## src/rtl/i2cb_pkg.sv

```systemverilog
package i2cb_pkg;

  typedef enum logic [1:0] {
    OP_START = 2'b00,
    OP_STOP  = 2'b01,
    OP_WRITE = 2'b10,
    OP_READ  = 2'b11
  } op_e;

  typedef enum logic [3:0] {
    S_IDLE,
    S_ST_A,   // both released, wait for SCL high
    S_ST_B,   // SDA low under high SCL
    S_ST_C,   // SCL low
    S_SP_A,   // both low
    S_SP_B,   // SCL released, wait for high
    S_SP_C,   // SDA released, bus-free interval
    S_B_LO,   // bit low phase, data set up
    S_B_HI,   // bit high phase, sample at end
    S_B_END,  // SCL low, SDA released after ninth bit
    S_DONE,
    S_FAIL
  } state_e;

endpackage

```

## src/rtl/i2cb_sync.sv

```systemverilog
module i2cb_sync #(
  parameter int STAGES = 2
) (
  input  logic clk,
  input  logic rst,
  input  logic d,
  output logic q
);
  logic [STAGES-1:0] pipe;

  always_ff @(posedge clk) begin
    if (rst) pipe <= '1;
    else     pipe <= {pipe[STAGES-2:0], d};
  end

  assign q = pipe[STAGES-1];
endmodule

```

## src/rtl/i2cb_down_counter.sv

```systemverilog
module i2cb_down_counter #(
  parameter int WIDTH = 8
) (
  input  logic             clk,
  input  logic             rst,
  input  logic             load,
  input  logic [WIDTH-1:0] val,
  output logic             zero
);
  logic [WIDTH-1:0] cnt;

  always_ff @(posedge clk) begin
    if (rst)              cnt <= '0;
    else if (load)        cnt <= val;
    else if (cnt != '0)   cnt <= cnt - 1'b1;
  end

  assign zero = (cnt == '0);
endmodule

```

## src/rtl/i2cb_engine.sv

```systemverilog
module i2cb_engine
  import i2cb_pkg::*;
#(
  parameter int CLKS_PER_US = 250,
  parameter int PHASE_US    = 5,
  parameter int SCL_WAIT_US = 1000,
  parameter int BUF_US      = 60,
  parameter int SYNC_STAGES = 2
) (
  input  logic       clk,
  input  logic       rst,
  input  logic       cmd_valid,
  output logic       cmd_ready,
  input  logic [1:0] cmd_op,
  input  logic [7:0] cmd_wdata,
  input  logic       cmd_last,
  output logic       rsp_done,
  output logic [7:0] rsp_rdata,
  output logic       rsp_ack,
  output logic       rsp_timeout,
  input  logic       scl_in,
  input  logic       sda_in,
  output logic       scl_oe,
  output logic       sda_oe
);
  localparam int PHASE_CLKS = CLKS_PER_US * PHASE_US;
  localparam int BUF_CLKS   = CLKS_PER_US * BUF_US;
  localparam int TO_CLKS    = CLKS_PER_US * SCL_WAIT_US;
  localparam int TMR_MAX    = (PHASE_CLKS > BUF_CLKS) ? PHASE_CLKS : BUF_CLKS;
  localparam int TMR_W      = $clog2(TMR_MAX + 1);
  localparam int TO_W       = $clog2(TO_CLKS + 1);
  localparam logic [TMR_W-1:0] PH_LD   = TMR_W'(PHASE_CLKS - 1);
  localparam logic [TMR_W-1:0] BUF_LD  = TMR_W'(BUF_CLKS - 1);
  localparam logic [TO_W-1:0]  TO_LAST = TO_W'(TO_CLKS - 1);

  state_e           state, nxt;
  op_e              op_q;
  logic             last_q, hi_seen, to_flag, done_q;
  logic [8:0]       tx, tx_nxt, rx;
  logic [3:0]       bit_cnt;
  logic [TO_W-1:0]  to_cnt;
  logic             scl_s, sda_s, tmr_zero, tmr_load;
  logic [TMR_W-1:0] tmr_val;
  logic             is_hi, hi_done, timed_out, shift_now;
  logic             scl_oe_q, sda_oe_q, scl_pull, sda_pull;

  i2cb_sync #(.STAGES(SYNC_STAGES)) u_scl_sync (.clk(clk), .rst(rst), .d(scl_in), .q(scl_s));
  i2cb_sync #(.STAGES(SYNC_STAGES)) u_sda_sync (.clk(clk), .rst(rst), .d(sda_in), .q(sda_s));

  i2cb_down_counter #(.WIDTH(TMR_W)) u_phase_tmr (
    .clk(clk), .rst(rst), .load(tmr_load), .val(tmr_val), .zero(tmr_zero)
  );

  assign is_hi     = (state == S_ST_A) || (state == S_SP_B) || (state == S_B_HI);
  assign hi_done   = is_hi && hi_seen && tmr_zero;
  assign timed_out = is_hi && !hi_seen && !scl_s && (to_cnt == TO_LAST);

  // Next state, phase timer load and transmit shifter
  always_comb begin
    nxt       = state;
    tmr_load  = 1'b0;
    tmr_val   = PH_LD;
    tx_nxt    = tx;
    shift_now = 1'b0;
    if (is_hi && !hi_seen && scl_s) tmr_load = 1'b1;
    case (state)
      S_IDLE: if (cmd_valid) begin
        tx_nxt = (op_e'(cmd_op) == OP_WRITE) ? {cmd_wdata, 1'b1} : {8'hFF, cmd_last};
        case (op_e'(cmd_op))
          OP_START: nxt = S_ST_A;
          OP_STOP:  begin nxt = S_SP_A; tmr_load = 1'b1; end
          default:  begin nxt = S_B_LO; tmr_load = 1'b1; end
        endcase
      end
      S_ST_A:  if (hi_done) begin nxt = S_ST_B; tmr_load = 1'b1; end
      S_ST_B:  if (tmr_zero) begin nxt = S_ST_C; tmr_load = 1'b1; end
      S_ST_C:  if (tmr_zero) nxt = S_DONE;
      S_SP_A:  if (tmr_zero) nxt = S_SP_B;
      S_SP_B:  if (hi_done) begin nxt = S_SP_C; tmr_load = 1'b1; tmr_val = BUF_LD; end
      S_SP_C:  if (tmr_zero) nxt = S_DONE;
      S_B_LO:  if (tmr_zero) nxt = S_B_HI;
      S_B_HI:  if (hi_done) begin
        shift_now = 1'b1;
        tx_nxt    = {tx[7:0], 1'b1};
        tmr_load  = 1'b1;
        nxt       = (bit_cnt == 4'd8) ? S_B_END : S_B_LO;
      end
      S_B_END: if (tmr_zero) begin
        if (op_q == OP_READ && last_q) begin nxt = S_SP_A; tmr_load = 1'b1; end
        else nxt = S_DONE;
      end
      S_DONE:  nxt = S_IDLE;
      S_FAIL:  nxt = S_DONE;
      default: nxt = S_IDLE;
    endcase
    if (timed_out) nxt = S_FAIL;
  end

  // Line pattern of the state being entered (1 = pull low)
  always_comb begin
    scl_pull = 1'b0;
    sda_pull = 1'b0;
    case (nxt)
      S_ST_B:  sda_pull = 1'b1;
      S_ST_C:  begin scl_pull = 1'b1; sda_pull = 1'b1; end
      S_SP_A:  begin scl_pull = 1'b1; sda_pull = 1'b1; end
      S_SP_B:  sda_pull = 1'b1;
      S_B_LO:  begin scl_pull = 1'b1; sda_pull = ~tx_nxt[8]; end
      S_B_HI:  sda_pull = ~tx_nxt[8];
      S_B_END: scl_pull = 1'b1;
      default: ;
    endcase
  end

  always_ff @(posedge clk) begin
    if (rst) begin
      state    <= S_IDLE;
      op_q     <= OP_START;
      last_q   <= 1'b0;
      tx       <= '1;
      rx       <= '1;
      bit_cnt  <= '0;
      hi_seen  <= 1'b0;
      to_cnt   <= '0;
      to_flag  <= 1'b0;
      done_q   <= 1'b0;
      scl_oe_q <= 1'b0;
      sda_oe_q <= 1'b0;
    end else begin
      state  <= nxt;
      tx     <= tx_nxt;
      done_q <= (nxt == S_DONE);
      if (nxt != state) begin
        hi_seen <= 1'b0;
        to_cnt  <= '0;
      end else if (is_hi && !hi_seen) begin
        if (scl_s) hi_seen <= 1'b1;
        else       to_cnt  <= to_cnt + 1'b1;
      end
      if (state == S_IDLE && cmd_valid) begin
        op_q    <= op_e'(cmd_op);
        last_q  <= cmd_last;
        bit_cnt <= '0;
        to_flag <= 1'b0;
      end
      if (shift_now) begin
        rx      <= {rx[7:0], sda_s};
        bit_cnt <= bit_cnt + 1'b1;
      end
      if (nxt == S_FAIL) to_flag <= 1'b1;
      if (nxt != S_IDLE && nxt != S_DONE) begin
        scl_oe_q <= scl_pull;
        sda_oe_q <= sda_pull;
      end
    end
  end

  assign cmd_ready   = (state == S_IDLE);
  assign rsp_done    = done_q;
  assign rsp_rdata   = rx[8:1];
  assign rsp_ack     = ~rx[0];
  assign rsp_timeout = to_flag;
  assign scl_oe      = scl_oe_q;
  assign sda_oe      = sda_oe_q;

  AST_BUSY_AFTER_ACCEPT: assert property (@(posedge clk) disable iff (rst)
    cmd_valid && cmd_ready |=> !cmd_ready);
  AST_DONE_SINGLE: assert property (@(posedge clk) disable iff (rst)
    rsp_done |=> !rsp_done);
  AST_TIMEOUT_RELEASE: assert property (@(posedge clk) disable iff (rst)
    rsp_done && rsp_timeout |-> !scl_oe && !sda_oe);
  AST_WAIT_BOUND: assert property (@(posedge clk) disable iff (rst)
    to_cnt <= TO_LAST);
  AST_SDA_HOLD_HIGH: assert property (@(posedge clk) disable iff (rst)
    (state == S_B_HI) && hi_seen && !tmr_zero |=> $stable(sda_oe) && $stable(scl_oe));
  AST_WRITE_LEAVES_LOW: assert property (@(posedge clk) disable iff (rst)
    rsp_done && !rsp_timeout && (op_q == OP_WRITE) |-> scl_oe);

endmodule

```

## config.mk

```make
export PLATFORM = sky130hd
export DESIGN_NAME = i2cb_engine
export DESIGN_NICKNAME = d
export VERILOG_FILES = /design/src/rtl/i2cb_pkg.sv /design/src/rtl/i2cb_sync.sv /design/src/rtl/i2cb_down_counter.sv /design/src/rtl/i2cb_engine.sv
export SDC_FILE = /design/constraint.sdc
export NUM_CORES = 1
export LEC_CHECK = 0
export BUFFER_PORTS_ARGS = -buffer_cell sky130_fd_sc_hd__clkbuf_2
export CORE_ASPECT_RATIO = 0.75
export CORE_MARGIN = 1.5
export CORE_UTILIZATION = 46
export CTS_CLUSTER_DIAMETER = 80
export DETAILED_ROUTE_END_ITERATION = 10
export GPL_TIMING_DRIVEN = 0
export HOLD_SLACK_MARGIN = 0.06
export PLACE_DENSITY = 0.73
export SYNTH_ARGS = -nofsm -noshare
export SYNTH_HDL_FRONTEND = slang
export SYNTH_HIERARCHICAL = 1
export SYNTH_SLANG_ARGS = --single-unit
```

## constraint.sdc

```tcl
create_clock -name clk -period 3.4 [get_ports clk]
set_input_delay 0.34 -clock clk [delete_from_list [all_inputs] [get_ports clk]]
set_output_delay 0.34 -clock clk [all_outputs]
set_load 0.02 [all_outputs]
```

-- Word level (Yosys, flattened, before mapping)
Cells that the tools add are included.
- flip-flop bits (word level): 70
- input bits: 16
- output and inout port bits: 14
- $add $sub $neg: 3
- equality and inequality tests: 28
- mux-type cells: 38
- bitwise operators: 3
- reduce and logical (&&, ||, !) cells: 31
- operators with widths (cell ; count):
    $mux 14 ; 4
    $mux 4 ; 14
    $pmux 4 s10 ; 1
    $eq 4x4->1 const B ; 8
    $eq 4x3->1 const B ; 7
    $mux 9 ; 3
    $add 18x1->18 const B ; 1
    $eq 18x18->1 const B ; 1
    $pmux 9 s2 ; 1
    $eq 4x2->1 const B ; 4
    $logic_not 14->1 ; 1
    $reduce_bool 14->1 ; 1
    $sub 14x1->14 const B ; 1
    $mux 1 ; 12
    $logic_and 1x1->1 ; 9
    $reduce_bool 2->1 ; 4
    $reduce_or 4->1 ; 2
    $pmux 3 s2 ; 1
    $reduce_or 2->1 ; 3
    $add 4x1->4 const B ; 1
    $eq 2x2->1 const B ; 2
    $eq 4x1->1 const B ; 1
    $logic_not 4->1 ; 1
    $ne 2x2->1 const B ; 2
    13 further kinds ; 18

-- Depth between registers and ports, before layout
Gate-level depths: netlist (run 1).
- depth in word-level cells: 11
- depth in mapped cells: 16

-- Modules after synthesis
Netlist (run 1), hierarchy kept.
- by module, submodules not included (module ; instances ; cells an instance ; area an instance (µm²)):
    i2cb_engine ; 1 ; 332 ; 2782.7
    i2cb_down_counter ; 1 ; 109 ; 887.1
    i2cb_sync ; 2 ; 4 ; 52.6

-- Worst setup path before layout (run 1)
No wires, ideal clock.
- path kind: register to register
- start point: reg u_phase_tmr.cnt[0]
- end point: reg to_cnt[8]
- arrival time: 2.970 ns
- data required time: 3.338 ns
- setup slack: 0.368 ns
- cell stages (with the launch flop): 16
- path buffers: 3
- cells stage by stage: dfxtp_1 -> inv_1 -> ha_1 -> nor4b_4 -> nand4_1 -> buf_2 -> inv_1 -> buf_6 -> and3b_4 -> and4b_4 -> a311oi_4 -> nand3_4 -> nor4_4 -> o2111ai_4 -> buf_8 -> nor2_4
- word-level cells in the longest chain between the ends: 7
- elaborated cells between the ends (all ways): 14
- RTL lines (element ; RTL line ; text):
    start, declared ; i2cb_down_counter.sv:10 ; logic [WIDTH-1:0] cnt;
    start signal, assigned ; i2cb_down_counter.sv:14 ; else if (load) cnt <= val;
    start signal, assigned ; i2cb_down_counter.sv:15 ; else if (cnt != '0) cnt <= cnt - 1'b1;
    $logic_not 14->1 (*) ; i2cb_down_counter.sv:18 ; assign zero = (cnt == '0);
    named net tmr_zero ; i2cb_engine.sv:42 ; logic scl_s, sda_s, tmr_zero, tmr_load;
    $logic_and 1x1->1 ; i2cb_engine.sv:55 ; assign hi_done = is_hi && hi_seen && tmr_zero;
    $mux 4, on equally long branches ; i2cb_engine.sv:82, i2cb_engine.sv:75, i2cb_engine.sv:79 ;
    $pmux 4 s10 (*) ; i2cb_engine.sv:66 ; case (state)
    $mux 4 (*) ; i2cb_engine.sv:96 ; if (timed_out) nxt = S_FAIL;
    $ne 4x4->1 (*) ; i2cb_engine.sv:133 ; if (nxt != state) begin
    $reduce_or 2->1 (no source line) (*) ; -- ;
    end signal, assigned ; i2cb_engine.sv:138 ; else to_cnt <= to_cnt + 1'b1;
    end, declared ; i2cb_engine.sv:41 ; logic [TO_W-1:0] to_cnt;
The timed path passes the listed nets; every way through them passes the cells marked *.
A chain may end at the register's enable or synchronous reset.

-- Worst setup path in the final report (run 1)
- start point: reg u_phase_tmr.cnt[1]
- end point: reg hi_seen
- word-level cells in the longest chain between the ends: 7
- elaborated cells between the ends (all ways): 14
- RTL lines (element ; RTL line ; text):
    $logic_not 14->1 (*) ; i2cb_down_counter.sv:18 ;
    named net tmr_zero ; i2cb_engine.sv:42 ;
    $logic_and 1x1->1 ; i2cb_engine.sv:55 ;
    $mux 4, on equally long branches ; i2cb_engine.sv:82, i2cb_engine.sv:75, i2cb_engine.sv:79 ;
    $pmux 4 s10 (*) ; i2cb_engine.sv:66 ;
    $mux 4 (*) ; i2cb_engine.sv:96 ;
    $ne 4x4->1 (*) ; i2cb_engine.sv:133 ;
    $reduce_or 2->1 (no source line) (*) ; -- ;
    end signal, assigned ; i2cb_engine.sv:123 ; hi_seen <= 1'b0;
    end signal, assigned ; i2cb_engine.sv:134 ; hi_seen <= 1'b0;
    end signal, assigned ; i2cb_engine.sv:137 ; if (scl_s) hi_seen <= 1'b1;
    end, declared ; i2cb_engine.sv:38 ; logic last_q, hi_seen, to_flag, done_q;
Marks and branches as above.

==> results of run 1 <==
==> cells by family after synthesis <==
kind of cell / count (synthesis) / share of synthesized area [%]
simple gates: 226 / 34.2
compound gates: 73 / 14.1
flops: 70 / 37.1
buf+inv: 47 / 6.66
xor+xnor: 24 / 5.57
fa+ha+maj: 4 / 1.33
mux: 3 / 0.829
other cells: 2 / 0.199
==> power breakdown <==
part	internal (mW)	total (mW)	leakage, nW	switching [mW]
registers	0.937	1.08	0.572	0.142
clock network	0.562	0.883	0.130	0.321
logic	0.484	1.10	1.00	0.615
==> state kept, by name (all words and copies together) (netlist names) <==
| register | cells |
|---|---|
| sda_oe | 1 |
| to_cnt | 18 |
| op_q | 2 |
| rsp_done | 1 |
| rx | 9 |
| scl_oe | 1 |
| u_sda_sync/pipe | 2 |
| state | 4 |
| u_phase_tmr/cnt | 14 |
| bit_cnt | 4 |
| last_q | 1 |
| tx | 9 |
| u_scl_sync/pipe | 2 |
| rsp_timeout | 1 |
| hi_seen | 1 |
==> worst max path at each step <==
stage / cells past startpoint / end / start / slack (ns)
floorplan: 15 / to_cnt[8] / u_phase_tmr/cnt[0] / 0.37
global placement: 15 / to_cnt[8] / u_phase_tmr/cnt[0] / -0.09
detailed placement: 15 / to_cnt[15] / u_phase_tmr/cnt[0] / -0.17
CTS: 17 / u_phase_tmr/cnt[13] / u_phase_tmr/cnt[1] / 0.04
global route: 15 / hi_seen / u_phase_tmr/cnt[0] / -0.05
finish: 14 / hi_seen / u_phase_tmr/cnt[1] / 0.16
==> worst register-to-register path: cells and delay by family, from the launching register on <==
kind	cells	cell delay, ns
AOI/OAI and AO/OA	5	1.33
buffers and inverters	5	0.67
and+or+nand+nor	3	0.63
adders and majority gates	1	0.20
DFF	1	0.36
==> cell type report <==
class                   instances  area share, %
multi-input cells             334           48.8
inverters                      19           1.61
plain buffers                  28           4.23
well taps                     105           2.96
repair buffers                 37           4.91
clock inverters                 6           3.02
clock buffers                  10           2.88
flip-flops and latches         70           31.6
==> placed cells by master, fill, tap and decap left out, types with 3 or more instances in the layout <==
cell / n
o21ai_0: 14
nor4_1: 9
o31a_1: 4
clkbuf_8: 9
nor2b_1: 5
nor3b_1: 3
o22ai_1: 3
ha_1: 3
xnor2_1: 11
or3_1: 6
nor3_1: 15
nor2_1: 44
xor2_1: 13
buf_4: 17
nand3b_1: 3
dfxtp_1: 69
or2_1: 4
and2_1: 3
nand2_1: 60
clkbuf_1: 10
and3_1: 5
nand3_1: 14
a22oi_1: 3
nor2_4: 9
conb_1: 4
nand2b_1: 7
bufinv_16: 4
nand4_1: 13
a21oi_1: 19
clkbuf_2: 30
inv_1: 18
o211ai_1: 5
buf_2: 3
==> repair_timing <==
action                                  in CTS  in global routing
hold endpoints to repair                     0                  0
endpoints found under the setup margin      31                 43
gates resized for setup                      3                 11
setup buffers                                3                  5
pin swaps                                    1                  2
gates cloned                                 0                  0
==> per-stage QoR <==
step                      instance area, sq um  setup TNS [ns]  hold slack (ns)
after floorplan                           3780               0            0.383
after global routing                      4440          -0.441            0.161
final                                     4440               0            0.166
after global placement                    4060           -1.36            0.400
after CTS                                 4360               0            0.157
after detailed placement                  4060           -2.17            0.394
==> metal layers <==
layer	track usage (%)	share of wire, %
met2	31.3	45
met5	0	0
met1	27.9	48
met4	3.68	0.51
met3	6.98	6.8
==> run_results.csv, run 1 <==
group,metric,value,unit
logic_synthesis,ys_seq_area_share,37.1,%
floorplanning,coreArea,7920,sq um
global_route,grt_pass1_vias,2965,
cells_and_area,n_antenna_cell,0,
worst_setup_path,max_stage_delay,0.43,ns
min_path,holdPathStages,2,
cells_and_area,seqCellArea,1400,sq um
logic_synthesis,synthTopCellsByArea,"dfxtp_1, nand2_1, nor2_1",
floorplanning,die_h,81.5,um
cells_and_area,multi_input_area,2160,sq um
min_path,hold_start,"scl_in",
min_path,hp-class,"primary input to flip-flop",
worst_setup_path,reg2regPathDepth,14,
cells_and_area,fillCellCount,728,
cells_and_area,post-route-util,56.0,%
floorplanning,die_area,8760,sq um
logic_synthesis,yosys_warnings,6,
clock_network,ctsHoldBuffers,0,
clock_network,path_clk_slew,0.07,ns
worst_setup_path,slowest_stage,"o31ai_1",
logic_synthesis,synth_cell_types,78,
clock_network,cts_buffers,9,
routing,via_per_inst,5.51,
cells_and_area,fin_cells,609,
logic_synthesis,avgSynthCellArea,8.41,sq um
min_path,min_to,"u_scl_sync/pipe[0]",
placed_design,gp_congestion,0.900,
cells_and_area,drive_gt1_share,21.0,%
logic_synthesis,synth_top_cell_by_area,"dfxtp_1",
sta,max_freq,309,MHz
sta,min_period,3.24,ns
logic_synthesis,ys_seq_elements,70,
cells_and_area,nets,519,
cells_and_area,area_growth,17.5,%
floorplanning,rows,28,
logic_synthesis,syn_inst,449,
logic_synthesis,synth_ff_type,"dfxtp_1",
worst_setup_path,cp-start-kind,"flip-flop",
global_route,grt_pass1_wl,13900,um
power,power.density,690,nW/um^2
worst_setup_path,crit_chain,"inv_1 -> ha_2 -> nor4b_4 -> nand4_1 -> buf_6 -> inv_1 -> buf_6 -> o21ai_0 -> a21oi_1 -> o311ai_2 -> o31ai_1 -> o2111ai_4 -> buf_4 -> nor2_1",
floorplanning,boundaryPins,30,
worst_setup_path,r2r-end,"hi_seen",
global_route,overflow,0,
worst_setup_path,cp.arrival,3.53,ns
placed_design,pre_cts_ws,-0.172,ns
logic_synthesis,yosysMostFrequentCell,"dfxtp_1",
sta,fin_ws,0.161,ns
power,p_leak,1.70,nW
logic_synthesis,synthArstFlopShare,0,%
worst_setup_path,critPathTopFamily,"compound AO/OA/AOI/OAI gates",
routing,drc,0,
routing,ant_nets,0,
worst_setup_path,end_kind,"flip-flop",
sta,skew,0.00858,ns
clock_network,cts_root_buf,"clkbuf_8",
placed_design,dp_hpwl,5910,um
sta,final-setup-viol-count,0,
worst_setup_path,crit_type,"flip-flop to flip-flop",
routing,wirelength,8750,um
worst_setup_path,crit_path_max_fanout,10,
floorplanning,die_x,108,um
clock_network,clock_sinks,70,
global_route,grt_max_degree,16,
sta,worst_pin_slew,0.689,ns
worst_setup_path,required,3.69,ns
clock_network,ctsHtreeMaxLevel,3,
sta,hold_viol,0,
power,ir_drop,0.405,mV
placed_design,placedCellCount,585,
routing,vias,3358,
power,power,3.06,mW
sta,max_slew_margin,54.0,%
placed_design,numPortBuffers,29,
outcome,status,"finished, final reports clean",
logic_synthesis,synth_top_area_share,37.1,%
floorplanning,initial_core_util,47.7,%
logic_synthesis,synth_edf_count,0,
logic_synthesis,synth_area,3770,sq um
sta,min_period_over_period,95.3,%
worst_setup_path,path_buf_inv,5,
global_route,antenna_found_initial,0,
global_route,gr-usage-all-layers,20.3,%
clock_network,tritoncts,"done",
sta,drv_slew,0,
routing,dr.pass1.iters,5,
worst_setup_path,reg2reg_slack,0.16,ns
clock_network,clock_path_buffers,2,
routing,initialDrtViolationCount,170,
logic_synthesis,synth_common_cells,"dfxtp_1, nand2_1, nor2_1, a21oi_1, inv_1",
clock_network,clk_latency,0.36,ns
job,timing.max_cap.violations,0,
worst_setup_path,r2r-start,"u_phase_tmr/cnt[1]",
routing,wire_per_inst,14.4,um
No activity file was read; power rests on OpenSTA's default activity.
==> run 2: changes to the inputs <==
--- a/config.mk
+++ b/config.mk
@@ -9,6 +9,7 @@
 export CORE_ASPECT_RATIO = 0.75
 export CORE_MARGIN = 1.5
 export CORE_UTILIZATION = 46
+export CTS_BUF_LIST = sky130_fd_sc_hd__clkbuf_8
 export CTS_CLUSTER_DIAMETER = 80
 export DETAILED_ROUTE_END_ITERATION = 10
 export GPL_TIMING_DRIVEN = 0
==> constraint.sdc (replaced) <==
create_clock -name clk -period 3.65 [get_ports clk]
set_input_delay 0.365 -clock clk [delete_from_list [all_inputs] [get_ports clk]]
set_output_delay 0.365 -clock clk [all_outputs]
set_load 0.02 [all_outputs]
==> run_results.csv, run 2 (synthesis gave the netlist of run 1 again) <==
group,metric,value,unit
placed_design,gp_congestion,0.900,
power,power.density,638,nW/um^2
outcome,status,"finished, final reports clean",
worst_setup_path,cp-start-kind,"flip-flop",
floorplanning,die_area,8760,sq um
placed_design,numPortBuffers,29,
sta,max_slew_margin,52.8,%
cells_and_area,final_cell_mix,"dfxtp_1, nand2_1, nor2_1, clkbuf_2",
clock_network,ctsHtreeMaxLevel,3,
floorplanning,coreArea,7920,sq um
cells_and_area,n_antenna_cell,0,
sta,hold_viol,0,
worst_setup_path,cp.arrival,3.72,ns
placed_design,dp_hpwl,5910,um
floorplanning,die_h,81.5,um
routing,via_per_inst,5.47,
sta,worst_pin_slew,0.706,ns
routing,drc,0,
routing,initialDrtViolationCount,154,
power,internal-power,1.80,mW
placed_design,pre_cts_ws,0.0785,ns
floorplanning,rows,28,
global_route,overflow,0,
sta,rsz0062_at_grt,"no",
cells_and_area,drive_gt1_share,20.2,%
clock_network,cts_root_buf,"clkbuf_8",
cells_and_area,biggestRegsByFlops,"to_cnt (18), u_phase_tmr/cnt (14)",
power,swShare,35.3,%
job,timing.max_cap.violations,0,
power,ir_drop,0.376,mV
worst_setup_path,crit_type,"flip-flop to flip-flop",
cells_and_area,nets,515,
clock_network,tritoncts,"done",
cells_and_area,layout_commonest_cell,"dfxtp_1",
sta,final-setup-viol-count,0,
cells_and_area,regMostFlops,"to_cnt",
routing,vias,3311,
routing,wirelength,8560,um
global_route,grt_pass1_wl,13900,um
clock_network,path_clk_slew,0.07,ns
sta,skew,0.0102,ns
routing,ant_nets,0,
floorplanning,initial_core_util,47.7,%
placed_design,placedCellCount,585,
worst_setup_path,required,3.94,ns
clock_network,clk_latency,0.35,ns
sta,fin_ws,0.219,ns
floorplanning,die_x,108,um
power,p_leak,1.67,nW
power,p_switching,982,uW
power,p_comb_share,34.6,%
min_path,hp-class,"primary input to flip-flop",
global_route,gr-usage-all-layers,20.3,%
cells_and_area,fin_cells,605,
floorplanning,boundaryPins,30,
routing,dr.pass1.iters,4,
global_route,grt_pass1_vias,2948,
routing,wire_per_inst,14.1,um
worst_setup_path,end_kind,"flip-flop",
cells_and_area,area_growth,15.7,%
clock_network,clock_path_buffers,2,
sta,min_period_over_period,94.0,%
worst_setup_path,crit_path_max_fanout,10,
sta,fin_setup_tns,0,ns
clock_network,clock_sinks,70,
power,seqPwrFrac,36.0,%
sta,max_freq,291,MHz
cells_and_area,largest_reg_flops,18,
global_route,antenna_found_initial,0,
sta,min_period,3.43,ns
sta,drv_slew,0,
clock_network,cts_buffers,9,
power,p_clk_share,29.4,%
global_route,grt_max_degree,16,
run 2: path summary, 6_finish.rpt:
| check | endpoint | cells past startpoint | slack [ns] | start |
|---|---|---|---|---|
| hold / removal | u_scl_sync/pipe[0] | 2 | 0.20 | scl_in |
| hold reg to reg | u_scl_sync/pipe[1] | 1 | 0.41 | u_scl_sync/pipe[0] |
| setup reg to reg | to_cnt[12] | 15 | 0.22 | u_phase_tmr/cnt[1] |
| setup / recovery | to_cnt[12] | 15 | 0.22 | u_phase_tmr/cnt[1] |
run 2: stage by stage:
| step | utilization, % | hold slack (ns) | area, sq um | power (mW) |
|---|---|---|---|---|
| finish | 55.2 | 0.195 | 4370 | 2.78 |
| global route | 55.2 | 0.186 | 4370 | 2.95 |
| CTS | 54.6 | 0.182 | 4320 | 2.75 |
| detailed placement | 51.3 | 0.394 | 4060 | 1.92 |
| global placement | 51.3 | 0.400 | 4060 | 1.89 |
| floorplan | - | 0.383 | 3780 | 1.71 |
run 2: timing repair:
item                       CTS  global route
hold buffers                 0             0
setup endpoints to repair    0            45
gates resized for setup      0            10
buffers inserted             0             4
run 2: layout make-up:
| class | instances | area (sq um) |
|---|---|---|
| clock inverters | 7 | 138 |
| repair buffers | 33 | 175 |
| inverters | 19 | 71.3 |
| well taps | 105 | 131 |
| clock buffers | 9 | 124 |
| multi-input cells | 334 | 2150 |
| fillers | 732 | 3550 |
| flip-flops and latches | 70 | 1400 |
| plain buffers | 28 | 174 |
run 2: per-layer routing:
| layer | vias to the layer above | track usage, % | share of wire, % |
|---|---|---|---|
| met5 | - | 0 | 0 |
| met4 | 0 | 3.68 | 0.88 |
| met3 | 12 | 6.98 | 6.5 |
| met2 | 101 | 31.1 | 44 |
| met1 | 1538 | 28.0 | 48 |
| li1 | 1660 | - | - |
run 2: critical path, cell delays in order (launching register included):
cell       delay, ns
dfxtp_1         0.43
inv_1           0.08
ha_1            0.23
nor4b_4         0.16
nand4_1         0.09
buf_2           0.23
inv_1           0.08
buf_6           0.14
and3b_4         0.20
and4b_4         0.23
a311oi_4        0.38
nand3_4         0.20
nor4_4          0.34
o2111ai_4       0.22
buf_8           0.24
nor2_4          0.10
run 2: power groups by stage:
stage / logic [mW] / registers [mW] / clock network (mW)
2_1_floorplan: 0.719 / 0.995 / 0
3_3_place_gp: 0.882 / 1.01 / 0
3_5_place_dp: 0.903 / 1.02 / 0
4_1_cts: 0.912 / 0.999 / 0.840
5_1_grt: 1.06 / 1.02 / 0.867
6_report: 0.962 / 1.00 / 0.818
